[config.mk]
export PLATFORM = sky130hd
export DESIGN_NAME = mesi_line_ctrl
export DESIGN_NICKNAME = d
export VERILOG_FILES = /design/src/rtl/mesi_pkg.sv /design/src/rtl/mesi_state_array.sv /design/src/rtl/mesi_req_ctrl.sv /design/src/rtl/mesi_line_ctrl.sv
export SDC_FILE = /design/constraint.sdc
export NUM_CORES = 1
export LEC_CHECK = 0
export BUFFER_PORTS_ARGS = -buffer_cell sky130_fd_sc_hd__buf_2
export CORE_ASPECT_RATIO = 0.8
export CORE_MARGIN = 3
export CORE_UTILIZATION = 60
export DETAILED_ROUTE_END_ITERATION = 12
export PLACE_DENSITY = 0.84
export SYNTH_ARGS = -nofsm -noshare
export SYNTH_HDL_FRONTEND = slang
export SYNTH_SLANG_ARGS = --single-unit
[constraint.sdc]
create_clock -name clk -period 6.7 [get_ports clk]
set_clock_uncertainty 0.15 [all_clocks]
set_input_delay 1.005 -clock clk [delete_from_list [all_inputs] [get_ports clk]]
set_output_delay 1.005 -clock clk [all_outputs]
set_load 0.03 [all_outputs]
[src/rtl/mesi_pkg.sv]
package mesi_pkg;

  // Line states; the encoding is internal to the block.
  typedef enum logic [1:0] {
    LS_I = 2'd0,
    LS_S = 2'd1,
    LS_E = 2'd2,
    LS_M = 2'd3
  } lineState_t;

  // Bus command codes, shared by own requests and snooped traffic.
  typedef enum logic [1:0] {
    BC_NONE = 2'd0,
    BC_RD   = 2'd1,
    BC_WR   = 2'd2,
    BC_INV  = 2'd3
  } busCmd_t;

  // Strobes from the control to the state array.
  typedef struct packed {
    logic       wrEn;     // write the state of the target entry
    logic       wrTag;    // also load the target tag (line fill)
    lineState_t wrState;  // state to write
  } arrStrobe_t;

endpackage

[src/rtl/mesi_state_array.sv]
module mesi_state_array
  import mesi_pkg::*;
#(
  parameter int ADDR_W = 12,
  parameter int IDX_W  = 3
) (
  input  logic              clk,
  input  logic              rstN,
  input  logic [ADDR_W-1:0] tgtAddr,
  input  arrStrobe_t        strb,
  output logic              tgtHit,
  output lineState_t        tgtState,
  input  logic              snpValid,
  input  logic [1:0]        snpCmd,
  input  logic [ADDR_W-1:0] snpAddr,
  input  logic              snpSupplyBusy,
  output logic              snpHit,
  output logic              snpSupply,
  output logic              snpFlush
);

  localparam int LINES = 1 << IDX_W;
  localparam int TAG_W = ADDR_W - IDX_W;

  logic [TAG_W-1:0] tagMem [LINES];
  lineState_t       stMem  [LINES];

  logic [IDX_W-1:0] tIdx, sIdx;
  logic [TAG_W-1:0] tTag, sTag;
  lineState_t       sState, sNext;
  logic             sHit, sApply;
  logic             supplyCmd;

  assign tIdx = tgtAddr[IDX_W-1:0];
  assign tTag = tgtAddr[ADDR_W-1:IDX_W];
  assign sIdx = snpAddr[IDX_W-1:0];
  assign sTag = snpAddr[ADDR_W-1:IDX_W];

  // Processor-side lookup on the target address.
  assign tgtState = stMem[tIdx];
  assign tgtHit   = (stMem[tIdx] != LS_I) && (tagMem[tIdx] == tTag);

  // Snoop-side lookup.
  assign sState = stMem[sIdx];
  assign sHit   = (sState != LS_I) && (tagMem[sIdx] == sTag);
  assign sApply = snpValid && sHit;

  always_comb begin
    sNext = sState;
    unique case (busCmd_t'(snpCmd))
      BC_RD:         sNext = LS_S;
      BC_WR, BC_INV: sNext = LS_I;
      default:       sNext = sState;
    endcase
  end

  assign supplyCmd = (busCmd_t'(snpCmd) == BC_RD) || (busCmd_t'(snpCmd) == BC_WR);

  // One writer per entry; a snoop hit wins over a control strobe.
  for (genvar g = 0; g < LINES; g++) begin : gLine
    always_ff @(posedge clk) begin
      if (!rstN) begin
        stMem[g]  <= LS_I;
        tagMem[g] <= '0;
      end else if (sApply && (sIdx == IDX_W'(g))) begin
        stMem[g] <= sNext;
      end else if (strb.wrEn && (tIdx == IDX_W'(g))) begin
        stMem[g] <= strb.wrState;
        if (strb.wrTag) tagMem[g] <= tTag;
      end
    end
  end

  // Registered snoop responses, valid the cycle after the snoop.
  always_ff @(posedge clk) begin
    if (!rstN) begin
      snpHit    <= 1'b0;
      snpSupply <= 1'b0;
      snpFlush  <= 1'b0;
    end else begin
      snpHit    <= sApply;
      snpSupply <= sApply && supplyCmd && !snpSupplyBusy;
      snpFlush  <= sApply && (busCmd_t'(snpCmd) == BC_RD) && (sState == LS_M);
    end
  end

endmodule

[src/rtl/mesi_req_ctrl.sv]
module mesi_req_ctrl
  import mesi_pkg::*;
#(
  parameter int ADDR_W = 12
) (
  input  logic              clk,
  input  logic              rstN,
  input  logic              cpuReq,
  input  logic              cpuWrite,
  input  logic [ADDR_W-1:0] cpuAddr,
  output logic              cpuDone,
  output logic              cpuHit,
  output logic              busReq,
  output logic [1:0]        busCmd,
  output logic [ADDR_W-1:0] busAddr,
  input  logic              busGnt,
  input  logic              busShared,
  input  logic              snpValid,
  input  logic              tgtHit,
  input  lineState_t        tgtState,
  output logic [ADDR_W-1:0] tgtAddr,
  output arrStrobe_t        strb
);

  typedef enum logic [1:0] {
    C_IDLE = 2'd0,
    C_WAIT = 2'd1,
    C_FILL = 2'd2,
    C_DONE = 2'd3
  } ctrlState_t;

  ctrlState_t        cs, nextCs;
  logic [ADDR_W-1:0] pendAddr, nextAddr;
  busCmd_t           pendCmd, nextCmd, effCmd;
  logic              hitFlag, nextHit;

  // An upgrade that lost its copy while waiting becomes a write miss.
  assign effCmd = ((pendCmd == BC_INV) && !tgtHit) ? BC_WR : pendCmd;

  assign tgtAddr = (cs == C_IDLE) ? cpuAddr : pendAddr;
  assign cpuDone = (cs == C_DONE);
  assign cpuHit  = hitFlag;
  assign busReq  = (cs == C_WAIT);
  assign busCmd  = (cs == C_WAIT) ? effCmd : BC_NONE;
  assign busAddr = (cs == C_WAIT) ? pendAddr : '0;

  always_comb begin
    nextCs   = cs;
    nextAddr = pendAddr;
    nextCmd  = pendCmd;
    nextHit  = hitFlag;
    strb     = '0;
    unique case (cs)
      C_IDLE: begin
        // A snooped transaction in this cycle goes first.
        if (cpuReq && !snpValid) begin
          nextAddr = cpuAddr;
          if (tgtHit && !cpuWrite) begin
            nextHit = 1'b1;
            nextCs  = C_DONE;
          end else if (tgtHit && (tgtState != LS_S)) begin
            strb.wrEn    = 1'b1;
            strb.wrState = LS_M;
            nextHit      = 1'b1;
            nextCs       = C_DONE;
          end else begin
            nextHit = 1'b0;
            nextCmd = tgtHit ? BC_INV : (cpuWrite ? BC_WR : BC_RD);
            nextCs  = C_WAIT;
          end
        end
      end
      C_WAIT: begin
        if (busGnt) begin
          strb.wrEn    = 1'b1;
          strb.wrTag   = 1'b1;
          strb.wrState = (effCmd == BC_RD) ? LS_E : LS_M;
          nextCs       = (effCmd == BC_RD) ? C_FILL : C_DONE;
        end
      end
      C_FILL: begin
        if (busShared) begin
          strb.wrEn    = 1'b1;
          strb.wrState = LS_S;
        end
        nextCs = C_DONE;
      end
      default: nextCs = C_IDLE;
    endcase
  end

  always_ff @(posedge clk) begin
    if (!rstN) begin
      cs       <= C_IDLE;
      pendAddr <= '0;
      pendCmd  <= BC_NONE;
      hitFlag  <= 1'b0;
    end else begin
      cs       <= nextCs;
      pendAddr <= nextAddr;
      pendCmd  <= nextCmd;
      hitFlag  <= nextHit;
    end
  end

endmodule

[src/rtl/mesi_line_ctrl.sv]
module mesi_line_ctrl
  import mesi_pkg::*;
#(
  parameter int ADDR_W = 12,
  parameter int IDX_W  = 3
) (
  input  logic              clk,
  input  logic              rstN,
  input  logic              cpuReq,
  input  logic              cpuWrite,
  input  logic [ADDR_W-1:0] cpuAddr,
  output logic              cpuDone,
  output logic              cpuHit,
  output logic              busReq,
  output logic [1:0]        busCmd,
  output logic [ADDR_W-1:0] busAddr,
  input  logic              busGnt,
  input  logic              busShared,
  input  logic              snpValid,
  input  logic [1:0]        snpCmd,
  input  logic [ADDR_W-1:0] snpAddr,
  input  logic              snpSupplyBusy,
  output logic              snpHit,
  output logic              snpSupply,
  output logic              snpFlush
);

  logic [ADDR_W-1:0] tgtAddr;
  logic              tgtHit;
  lineState_t        tgtState;
  arrStrobe_t        strb;

  mesi_req_ctrl #(.ADDR_W(ADDR_W)) uCtrl (
    .clk(clk), .rstN(rstN),
    .cpuReq(cpuReq), .cpuWrite(cpuWrite), .cpuAddr(cpuAddr),
    .cpuDone(cpuDone), .cpuHit(cpuHit),
    .busReq(busReq), .busCmd(busCmd), .busAddr(busAddr),
    .busGnt(busGnt), .busShared(busShared), .snpValid(snpValid),
    .tgtHit(tgtHit), .tgtState(tgtState), .tgtAddr(tgtAddr), .strb(strb)
  );

  mesi_state_array #(.ADDR_W(ADDR_W), .IDX_W(IDX_W)) uArr (
    .clk(clk), .rstN(rstN),
    .tgtAddr(tgtAddr), .strb(strb), .tgtHit(tgtHit), .tgtState(tgtState),
    .snpValid(snpValid), .snpCmd(snpCmd), .snpAddr(snpAddr),
    .snpSupplyBusy(snpSupplyBusy),
    .snpHit(snpHit), .snpSupply(snpSupply), .snpFlush(snpFlush)
  );

endmodule

* Word level (Yosys, flattened, before mapping)
Memories as Yosys holds them, arrays and structs flattened.
Index checks and enable logic that the tools add are counted.
** Word-level totals
- Memories kept :: 2
- Logic and storage cells :: 244
- Output and inout port bits :: 20
- Bits in writable memories :: 88
- Bits in registers :: 20
- Bits of input ports :: 34
** Operators by class
- Mux-type cells :: 140
- Equal/unequal tests :: 28
- Bitwise operators :: 26
- Reduce and logical (&&, ||, !) cells :: 41
** Memories
- uArr.tagMem :: words 8, bits a word 9, rd ports 2, clocked after Yosys merged registers in 0, wr ports 8, line mesi_state_array.sv:25 : logic [TAG_W-1:0] tagMem [LINES];
- uArr.stMem :: words 8, bits a word 2, rd ports 2, clocked after Yosys merged registers in 0, wr ports 8, line mesi_state_array.sv:26 : lineState_t stMem [LINES];
** Operator list (number)
- two-way mux 1 bit :: 98
- two-way mux 9 bit :: 8
- two-way mux 2 bit :: 27
- logical AND 1 bit :: 27
- == test 3 bit, second input constant :: 8
- two-way mux 12 bit :: 2
- OR 1 bit :: 24
- == test 9 bit :: 2
- == test 2 bit, second input constant :: 6
- == test 3 x 2 -> 1 bit, second input constant :: 4
- case mux 2 bit (3 select lines) :: 2
- == test 2 x 1 -> 1 bit, second input constant :: 3
- == test 3 x 1 -> 1 bit, second input constant :: 2
- zero test 3 bit :: 2
- zero test 1 bit :: 4
- two-way mux 4 bit :: 1
- != test 2 x 1 -> 1 bit, second input constant :: 2
- case mux 2 bit (2 select lines) :: 1
- AND reduction 2 bit :: 2
- AND reduction 4 bit :: 1
- nonzero test 2 bit :: 2
- case mux 1 bit (3 select lines) :: 1
- zero test 2 bit :: 1
- != test 2 bit, second input constant :: 1
- 3 further kinds :: 4

* Longest topological paths before layout
An unclocked memory read counts as a cell.
- Word-level depth :: 18
- Mapped depth :: 15

* Hierarchy
From an unflattened synthesis, not the netlist that was laid out.
** Unflattened totals
- Cells, all modules :: 584
- Area, all modules :: 6795.3 um2
** Modules (own cells, without submodules)
- mesi_state_array :: seq. area each 2702.6 um2, cells each 457, area an instance 5733.0 um2, times used 1
- mesi_req_ctrl :: seq. area each 340.3 um2, cells each 127, area an instance 1062.3 um2, times used 1

* Worst setup path before layout
Ideal clock, no wire load.
- Path kind :: in2out
- Start point :: input cpuAddr[1]
- End point :: output busCmd[0]
- Stages :: 10
- Slack :: 2.002 ns
- Buffers on the path :: 1
- Data required time :: 5.545 ns
- Arrival :: 3.543 ns
- Cell sequence :: buf_2 mux2_2 o32a_1 o2111a_1 o21a_1 nor4_2 nand4_2 nor2_2 nand2_1 a211oi_1
** Between the ends
- Longest elaborated chain between the ends :: 8
** Ends and longest elaborated chain
- start: declaration :: line mesi_line_ctrl.sv:11 : input logic [ADDR_W-1:0] cpuAddr,
- two-way mux 12 bit * :: line mesi_req_ctrl.sv:40 : assign tgtAddr = (cs == C_IDLE) ? cpuAddr : pendAddr;
- memory (8 x 9 bit) / memory (8 x 2 bit) (equally long branches)
- == test 9 bit / nonzero test 2 bit (equally long branches) :: line mesi_state_array.sv:41 : assign tgtHit = (stMem[tIdx] != LS_I) && (tagMem[tIdx] == tTag);
- logical AND 1 bit * :: line mesi_state_array.sv:41
- zero test 1 bit * :: line mesi_req_ctrl.sv:38 : assign effCmd = ((pendCmd == BC_INV) && !tgtHit) ? BC_WR : pendCmd;
- logical AND 1 bit * :: line mesi_req_ctrl.sv:38
- two-way mux 2 bit * :: line mesi_req_ctrl.sv:38
- two-way mux 2 bit * :: line mesi_req_ctrl.sv:44 : assign busCmd = (cs == C_WAIT) ? effCmd : BC_NONE;
- end: declaration :: line mesi_line_ctrl.sv:15 : output logic [1:0] busCmd,
Every way passes the cells marked *; elsewhere a longest branch is shown, timed or not.

* Final worst setup path
- Start point :: register uCtrl.cs[0]
- End point :: output busCmd[0]
** Between the ends
- Longest elaborated chain between the ends :: 9
** Ends and longest elaborated chain
- start: declaration :: line mesi_req_ctrl.sv:32 : ctrlState_t cs, nextCs;
- start signal: assignment :: line mesi_req_ctrl.sv:99 : cs <= nextCs;
- zero test 2 bit :: line mesi_req_ctrl.sv:40
- two-way mux 12 bit :: line mesi_req_ctrl.sv:40
- memory (8 x 9 bit) / memory (8 x 2 bit) (equally long branches)
- == test 9 bit / nonzero test 2 bit (equally long branches) :: line mesi_state_array.sv:41
- logical AND 1 bit :: line mesi_state_array.sv:41
- zero test 1 bit :: line mesi_req_ctrl.sv:38
- logical AND 1 bit :: line mesi_req_ctrl.sv:38
- two-way mux 2 bit :: line mesi_req_ctrl.sv:38
- two-way mux 2 bit * :: line mesi_req_ctrl.sv:44
Marked as above.

==> results by group <==
Worst setup path
  – Max incr delay on CP: between 800 and 900 ps
  – FF-to-FF path depth: 12
  – Crit-path slowest cell: ha_1
  – Crit. End Element: output port
  – Worst path required time: roughly 5500 ps
  – Critical path buffer and inverter count: 2
  – Worst Setup Start Kind: register
  – Worst Path Max Fanout: 27
  – Crit-path leading delay family: simple AND/OR/NAND/NOR gates
  – Critical path depth: 12
  – Crit path DAT: roughly 4700 ps
  – Crit-path cells: inv_1, ha_1, or3_1, a21oi_1, a2111oi_0, nor3_1, nor4_2, nand4_2, nor2_2, nand2_1, a211oi_1, buf_2
  – Crit Path Category: register to output port

Die
  – Row count: 34
  – Starting Density: 0.621
  – Number of top-level pins: between 50 and 60
  – Die ar.: 12,700 um2
  – Die Ht: 102 um
  – Die width: around 130 um
  – Core Region: approximately 11,000 um2

Timing
  – Setup_tns: 0 ps
  – Crit share post-route: 0.866
  – Hold Vio Cnt, Final: 0
  – Setup violations, final: 0
  – Max-slew violation count: 0
  – Minimum clock period: 5810 ps
  – Max-slew headroom: 0.230
  – F_max: between 150 and 200 MHz
  – RSZ-0062 raised after global routing: false
  – Hold slack: between 300 and 400 ps
  – Actual slew at the worst max-slew pin: 1150 ps

Drt
  – Routed vias: 5,924
  – Total iterations of the first detailed-routing run: 6
  – Residual DRC: 0
  – Wirelength per Cell: around 25 um
  – Antenna-violating nets left: 0
  – DRT Wirelength: 21,100 um
  – Iter 0 DRT Violations: 960
  – Drt via density: 7.08

Place
  – Hpwl dp: 15,600 um
  – Placed Instances: between 800 and 900
  – PortBufs: 53
  – Area after DPL: 7110 um2
  – Gpl congestion: roughly 1.1

Yosys
  – Main synth FF type: edfxtp_1
  – Post-Syn Area: around 6800 um2
  – Xor/xnor share of the synthesized area: 0.0179
  – Yosys cell types: 71
  – Synth Register Bits: 108
  – Top cells by area, synth: edfxtp_1 39%, mux4_2 7.2%, dfxtp_1 5.9%, mux2i_1 5.0%, nor2_1 4.2%
  – Synth Area in Adders: 0.0128
  – Post-synth net total: about 700
  – Yosys top cell by area: edfxtp_1
  – Post-Synth Simple-Gate Area: 0.188
  – Top cell type's share of synthesized area: 0.386
  – Main combinational cell family by area after synthesis: simple AND/OR/NAND/NOR gates
  – Syn_area_per_cell: between 10 and 15 um2
  – Multiplexer share of the synthesized area: 0.134
  – Post-synthesis compound-gate area fraction: 0.159
  – Gate Count Post-Synth: 660
  – Post-synth ARST share: 0
  – YS warnings: 0
  – Count of flip-flops with a built-in enable after synthesis: around 90
  – Sequential-to-total area share from yosys stat: 0.445

Clocking
  – Root Driver: clkbuf_16
  – CTS tree: built
  – Longest Clk Path Bufs: 2
  – Clk Latency, worst-skew pair: 360 ps
  – # H-tree levels: 3
  – Post-CTS sizing: 0
  – CTS Buf Count: 9
  – CTS Sinks: ~110
  – Worst-path clk slew: around 70 ps
  – Setup bufs post-CTS: 0
  – Cts-stage hold buffer count: 0

Final layout
  – Most common cell after layout, fill and taps aside: edfxtp_1
  – N_diodes: 0
  – Layout cells sized above 1: 0.190
  – Cell Count, Final, Fillers Out: approximately 840
  – Most frequent cells in the layout: 88 x edfxtp_1, 76 x nor2_1, 55 x nand2_1
  – Fin area: between 7000 and 8000 um2
  – Layout Nets: 729
  – Area Growth Syn to Fin: 8.58%
  – FILL cells: 865

Power
  – Total power: between 2 and 2.5 mW
  – Power per cell area: 313 nW/um2
  – Worst vdd ir: between 0.15 and 0.2 mV
  – Leak Pwr: around 2.7 nW

Flow run
  – Max-cap violations: 0

Global route
  – GRT Total Usage: 0.334
  – Antenna violations before repair: 0
  – Remaining Overflow, GRT: 0
  – Vias in the first global route: around 5,600
  – Global-route wire length before repair: 32,500 um
  – Pin count of the biggest net entering global routing: 28

Outcome
  – Status: finished, final reports clean

Min path
  – Worst Hold Depth: 2
  – Hold Path Class: register to register
## path summary, 6_finish.rpt
| check | from | end | slack [ps] |
|---|---|---|---|
| worst max-delay path | uCtrl.cs[0] | busCmd[0] | 890 |
| worst max register to register | uCtrl.cs[0] | uArr.tagMem[2][6] | 1510 |
| worst min register to register | uCtrl.pendAddr[4] | uCtrl.pendAddr[4] | 320 |
| worst min-delay path | uCtrl.pendAddr[4] | uCtrl.pendAddr[4] | 320 |
## layer usage
layer | wire length (um) | vias to the layer above | track usage | part of all wire
li1 | - | 2538 | - | -
met1 | 8120 | 2801 | 0.474 | 0.39
met2 | 8890 | 531 | 0.488 | 0.42
met3 | 3470 | 54 | 0.109 | 0.16
met4 | 590 | 0 | 0.116 | 0.028
met5 | 0 | - | 0 | 0
## worst min-delay path, stage by stage, from the launching register on
cell and delay (ps):
dfxtp_1 320, nand2_1 50, a21oi_1 50
## synth_stat cells, drive strengths merged (4+ instances only)
| library cell | number |
|---|---|
| a21o | 7 |
| a21oi | 26 |
| a2bb2oi | 8 |
| and2 | 16 |
| and3b | 4 |
| buf | 27 |
| clkbuf | 18 |
| dfxtp | 20 |
| edfxtp | 88 |
| ha | 7 |
| inv | 15 |
| mux2 | 7 |
| mux2i | 34 |
| mux4 | 22 |
| nand2 | 56 |
| nand2b | 5 |
| nand3 | 14 |
| nand4 | 4 |
| nor2 | 79 |
| nor2b | 4 |
| nor3 | 20 |
| nor3b | 15 |
| o2111ai | 10 |
| o211ai | 5 |
| o21ai | 45 |
| o21bai | 7 |
| o221ai | 7 |
| o22ai | 20 |
| o311ai | 5 |
| or2 | 7 |
| or3 | 10 |
| xor2 | 12 |
## cells by family (layout without fill, tap and decap cells)
| kind of cell | Yosys count | in the layout |
|---|---|---|
| AO/OA/AOI/OAI | 159 | 159 |
| adder cells (fa/ha/maj) | 7 | 7 |
| AND/OR/NAND/NOR | 249 | 249 |
| XOR/XNOR | 14 | 14 |
| flip-flops | 108 | 108 |
| multiplexers | 63 | 63 |
| buffers and inverters | 60 | 93 |
## metrics by stage
step,setup WS (ps),utilization
after floorplan,2000,-
after detailed placement,1220,0.645
after global placement,1230,0.645
after CTS,1000,0.674
after global routing,676,0.674
final,895,0.674
## sequential cells by signal, summed over array words and instances (netlist names)
register        count
uArr.snpFlush       1
uArr.snpHit         1
uArr.snpSupply      1
uArr.stMem         16
uArr.tagMem        72
uCtrl.cpuHit        1
uCtrl.cs            2
uCtrl.pendAddr     12
uCtrl.pendCmd       2
## power by group
| group | internal, mW | switching [mW] | leakage, nW |
|---|---|---|---|
| Combinational | 0.313 | 0.618 | 1.50 |
| Sequential | 0.777 | 0.0531 | 1.07 |
| Clock | 0.320 | 0.243 | 0.159 |
| Total | 1.41 | 0.914 | 2.73 |
## final cells by class
class,instances,area (um2),area share
inverter,15,56.3,0.00758
tap,144,180,0.0243
multi-input combinational,492,3500,0.471
timing repair buffer,62,333,0.0448
sequential,108,3040,0.410
clock inverter,2,11.3,0.00152
clock buffer,14,308,0.0414
(Power assumes the default switching activity.)
